$ cat src/rtl/hfc_pkg.sv
package hfc_pkg;
    typedef enum logic {
        HFC_ADD = 1'b0,
        HFC_XOR = 1'b1
    } hfc_op_e;
endpackage

$ cat src/rtl/hfc_lane.sv
module hfc_lane #(
    parameter int FW = 4
) (
    input  logic          op_xor,
    input  logic [FW-1:0] fin,
    output logic [FW-1:0] fout
);
    localparam int HW = FW / 2;
    logic [FW-1:0] hi_ext;
    logic [FW-1:0] lo_ext;
    always_comb begin
        hi_ext = {{HW{1'b0}}, fin[FW-1:HW]};
        lo_ext = {{HW{1'b0}}, fin[HW-1:0]};
        fout   = op_xor ? (hi_ext ^ lo_ext) : (hi_ext + lo_ext);
    end
endmodule

$ cat src/rtl/hfc_stage.sv
module hfc_stage #(
    parameter int VEC_W = 32,
    parameter int FW    = 2
) (
    input  logic             op_xor,
    input  logic [VEC_W-1:0] vin,
    output logic [VEC_W-1:0] vout
);
    localparam int NF = VEC_W / FW;
    for (genvar j = 0; j < NF; j++) begin : g_lane
        hfc_lane #(.FW(FW)) u_lane (
            .op_xor(op_xor),
            .fin   (vin[j*FW +: FW]),
            .fout  (vout[j*FW +: FW])
        );
    end
endmodule

$ cat src/rtl/hfc_unit.sv
module hfc_unit
    import hfc_pkg::*;
#(
    parameter int VEC_W = 32,
    parameter int SEL_W = $clog2($clog2(VEC_W) + 1)
) (
    input  logic             clk,
    input  logic             rst_n,
    input  logic             in_valid,
    input  logic [VEC_W-1:0] in_vec,
    input  logic [SEL_W-1:0] width_log2,
    input  logic             op_sel,
    output logic             out_valid,
    output logic [VEC_W-1:0] out_vec
);
    localparam int KMAX = $clog2(VEC_W);

    typedef struct packed {
        logic             vld;
        logic [VEC_W-1:0] vec;
    } state_t;

    state_t st_d, st_q;
    logic [VEC_W-1:0] cand [KMAX+1];
    logic             op_xor;

    assign op_xor  = (hfc_op_e'(op_sel) == HFC_XOR);
    assign cand[0] = in_vec;

    for (genvar k = 1; k <= KMAX; k++) begin : g_width
        hfc_stage #(.VEC_W(VEC_W), .FW(1 << k)) u_stage (
            .op_xor(op_xor),
            .vin   (in_vec),
            .vout  (cand[k])
        );
    end

    always_comb begin
        st_d     = st_q;
        st_d.vld = in_valid;
        if (in_valid) begin
            st_d.vec = in_vec;
            for (int k = 1; k <= KMAX; k++) begin
                if (int'(width_log2) == k) st_d.vec = cand[k];
            end
        end
    end

    always_ff @(posedge clk) begin
        if (!rst_n) st_q <= '0;
        else        st_q <= st_d;
    end

    assign out_valid = st_q.vld;
    assign out_vec   = st_q.vec;
endmodule

$ cat config.mk
export PLATFORM = sky130hd
export DESIGN_NAME = hfc_unit
export DESIGN_NICKNAME = d
export VERILOG_FILES = /design/src/rtl/hfc_pkg.sv /design/src/rtl/hfc_lane.sv /design/src/rtl/hfc_stage.sv /design/src/rtl/hfc_unit.sv
export SDC_FILE = /design/constraint.sdc
export NUM_CORES = 1
export LEC_CHECK = 0
export BUFFER_PORTS_ARGS = -buffer_cell sky130_fd_sc_hd__buf_4
export CORE_UTILIZATION = 60
export DETAILED_ROUTE_END_ITERATION = 10
export GPL_TIMING_DRIVEN = 0
export HOLD_SLACK_MARGIN = 0.08
export PLACE_DENSITY_LB_ADDON = 0.05
export SETUP_SLACK_MARGIN = 0.05
export SLEW_MARGIN = 20
export SYNTH_ARGS = -nofsm -noshare
export SYNTH_HDL_FRONTEND = slang
export SYNTH_SLANG_ARGS = --single-unit
$ cat constraint.sdc
create_clock -name clk -period 4.3 [get_ports clk]
set_input_delay 0.43 -clock clk [delete_from_list [all_inputs] [get_ports clk]]
set_output_delay 0.43 -clock clk [all_outputs]
set_load 0.05 [all_outputs]
==> metrics.csv <==
metric,value,unit
Final Max Tran Viols,0,
post-layout min period,2.97,ns
WL met2,7990,um
Post-Route M1 WL,6940,um
Post-synth top cells,"ha_1, nand2_1, a21oi_1",
core area,7890,sq um
crit path kind,input pin to flop,
clk slew on worst S/H paths,0.08,ns
vias per inst,7.03,
Critical Path Start Type,input pin,
post_cts resized,0,
Post-synth EDFFs,0,
Synth Register Bits,33,
metal3 WL,2230,um
Crit Reg-Reg Startpoint,out_vec[15]$_SDFFE_PN0P_,
Cell Pwr Density,233,nW/um^2
synth warn,0,
"Hold Vio Cnt, Final",0,
Synth area leader,ha_1,
Max Cap Viol,0,
Initial Utilization,63.3,%
Finished Core Util,73.0,%
R2R setup slack,2.94,ns
share of layout cells above drive strength 1,15.2,%
sequential area share after synthesis,13.2,%
crit-path cells,buf_4 -> ha_1 -> fa_1 -> a211oi_1 -> o32ai_2 -> a32o_2 -> a31oi_1 -> o221ai_1 -> a22o_1,
diode count,0,
mean post-synth cell area,8.05,sq um
total number of vias,5621,
Synth Flop Type,dfxtp_1,
FILL cells,650,
1st-iter DRT viols,751,
unrepaired setup endpoints after global routing,no,
Max rail drop VDD,0.194,mV
IO Pins,72,
Final period util,69.2,%
Slew HR,39.4,%
Die ar.,8690,sq um
number of global-route vias before repair,5526,
Worst-Margin Slew,0.886,ns
FP Rows,32,
Yosys cell types,70,
Critical Path End Type,flop,
Crit Path Max Fanout,6,
clock sink count,33,
"Largest stage delay, worst path",0.46,ns
worst min-delay path category,flop to flop,
total setup buffers inserted after CTS,0,
first-pass GRT wire length,28700,um
setup violators final,0,
pin count of the biggest net entering global routing,13,
Slowest cell on crit path,fa_1,
"Cell Area, Synth",4990,sq um
average routed wire per standard cell,23.0,um
worst path required time,4.50,ns
cell count of the worst reg-to-reg path,5,
status,completed,
DRC viols,0,
Die W,93.2,um
Mapped Nets,754,
Fmax,336,MHz
final RePlAce weighted congestion,0.997,
maximum clock insertion buffer count,2,
Tot GR Track Use,43.5,%
GR Overflow Total,0,
Synth top area share,20.1,%
final setup TNS,0,ns
worst skew pair latency,0.30,ns
TritonCTS clock tree,yes,
cells after synthesis,620,
hold-fix buffers at CTS,0,
final wirelength,18400,um
Reg-to-Reg End,out_vec[15]$_SDFFE_PN0P_,
first-pass detailed-route iteration total,9,
ys async rst share,0,%
Detailed Place HPWL,13900,um
CP Data Arrival Time,3.17,ns
uppermost routed layer,met4,
initial antenna violation count,0,
Hold Crit Start,out_vec[20]$_SDFFE_PN0P_,
"count leader, synth",ha_1,
I/O Buffers,70,
WHS Path Cells,2,
antenna-violating nets left,0,
clk root buf,clkbuf_8,
Hold Path End,out_vec[20]$_SDFFE_PN0P_,
Worst Skew,0,ns
htree depth,2,
nets,831,
CTS Buf Count,5,
Synth-to-Final Area Change,15.4,%
Chip Height,93.2,um
"top cells by area, synth","ha_1, dfxtp_1, fa_1",
leak pwr,2.58,nW
kinds of logic (layout without fill, tap and decap cells):
| group | after synthesis | count (layout) | share of synthesized area (%) |
|---|---|---|---|
| flops | 33 | 33 | 13.2 |
| compound gates | 219 | 219 | 30.2 |
| mux | 16 | 16 | 4.31 |
| fa+ha+maj | 95 | 95 | 26.1 |
| buf+inv | 57 | 135 | 4.74 |
| simple gates | 180 | 180 | 17.9 |
| xor+xnor | 20 | 20 | 3.51 |
layout make-up:
class	instances	area, sq um	share of cell area [%]
repair buffers	70	526	9.13
plain buffers	36	158	2.74
inverters	21	78.8	1.37
clock inverters	3	46.3	0.804
flip-flops and latches	33	661	11.5
multi-input cells	530	4090	71.1
clock buffers	5	68.8	1.20
well taps	102	128	2.22
per-stage QoR:
stage / cells / worst slack (ns) / hold WS, ns / total power [mW] / area, sq um
floorplan: 620 / 1.76 / 0.599 / 0.788 / 4990
global placement: 792 / 1.18 / 0.436 / 0.995 / 5640
detailed placement: 792 / 1.12 / 0.461 / 1.01 / 5640
CTS: 800 / 1.43 / 0.483 / 1.33 / 5760
global route: 800 / 1.29 / 0.501 / 1.41 / 5760
finish: 800 / 1.33 / 0.487 / 1.34 / 5760
flip-flops by register name, indices dropped and copies added (netlist names):
register and count:
out_vec 32, out_valid 1
worst max-delay path by stage:
stage	from	end	slack [ns]
after floorplan	in_vec[0]	out_vec[16]$_SDFFE_PN0P_	1.76
after global placement	in_vec[0]	out_vec[16]$_SDFFE_PN0P_	1.18
after detailed placement	in_vec[0]	out_vec[16]$_SDFFE_PN0P_	1.12
after CTS	in_vec[0]	out_vec[16]$_SDFFE_PN0P_	1.43
after global routing	in_vec[0]	out_vec[16]$_SDFFE_PN0P_	1.29
final	in_vec[0]	out_vec[16]$_SDFFE_PN0P_	1.33
critical path: cells and delay by family:
family | cells | cell delay (ns)
AOI/OAI and AO/OA | 6 | 1.88
adders and majority gates | 2 | 0.73
buffers and inverters | 1 | 0.14
layer usage:
metal  up-vias  track usage (%)
met2       437             68.9
met5         -                0
met4         0             25.1
met3       111             9.76
li1       2516                -
met1      2557             54.2
report_power, final:
part | total [mW] | internal (mW) | leakage [nW] | switching [mW]
logic | 0.692 | 0.256 | 2.25 | 0.436
clock network | 0.312 | 0.174 | 0.0543 | 0.139
registers | 0.340 | 0.329 | 0.273 | 0.0114
total | 1.34 | 0.759 | 2.58 | 0.586
placed cells by master, fill, tap and decap left out, types with 8 or more instances in the layout:
cell type,n
a22oi_1,11
mux2i_1,8
nor2_1,44
a21o_1,15
nand2b_1,11
a21oi_1,46
inv_1,21
ha_1,80
a31oi_1,12
xor2_1,11
dfxtp_1,33
nand2_1,49
fa_1,15
buf_2,12
o211ai_1,11
o21ai_0,40
xnor2_1,9
clkbuf_1,20
nor2b_1,18
buf_4,70
nand3_1,16
Note: power is estimated with default switching activity, not from simulation.
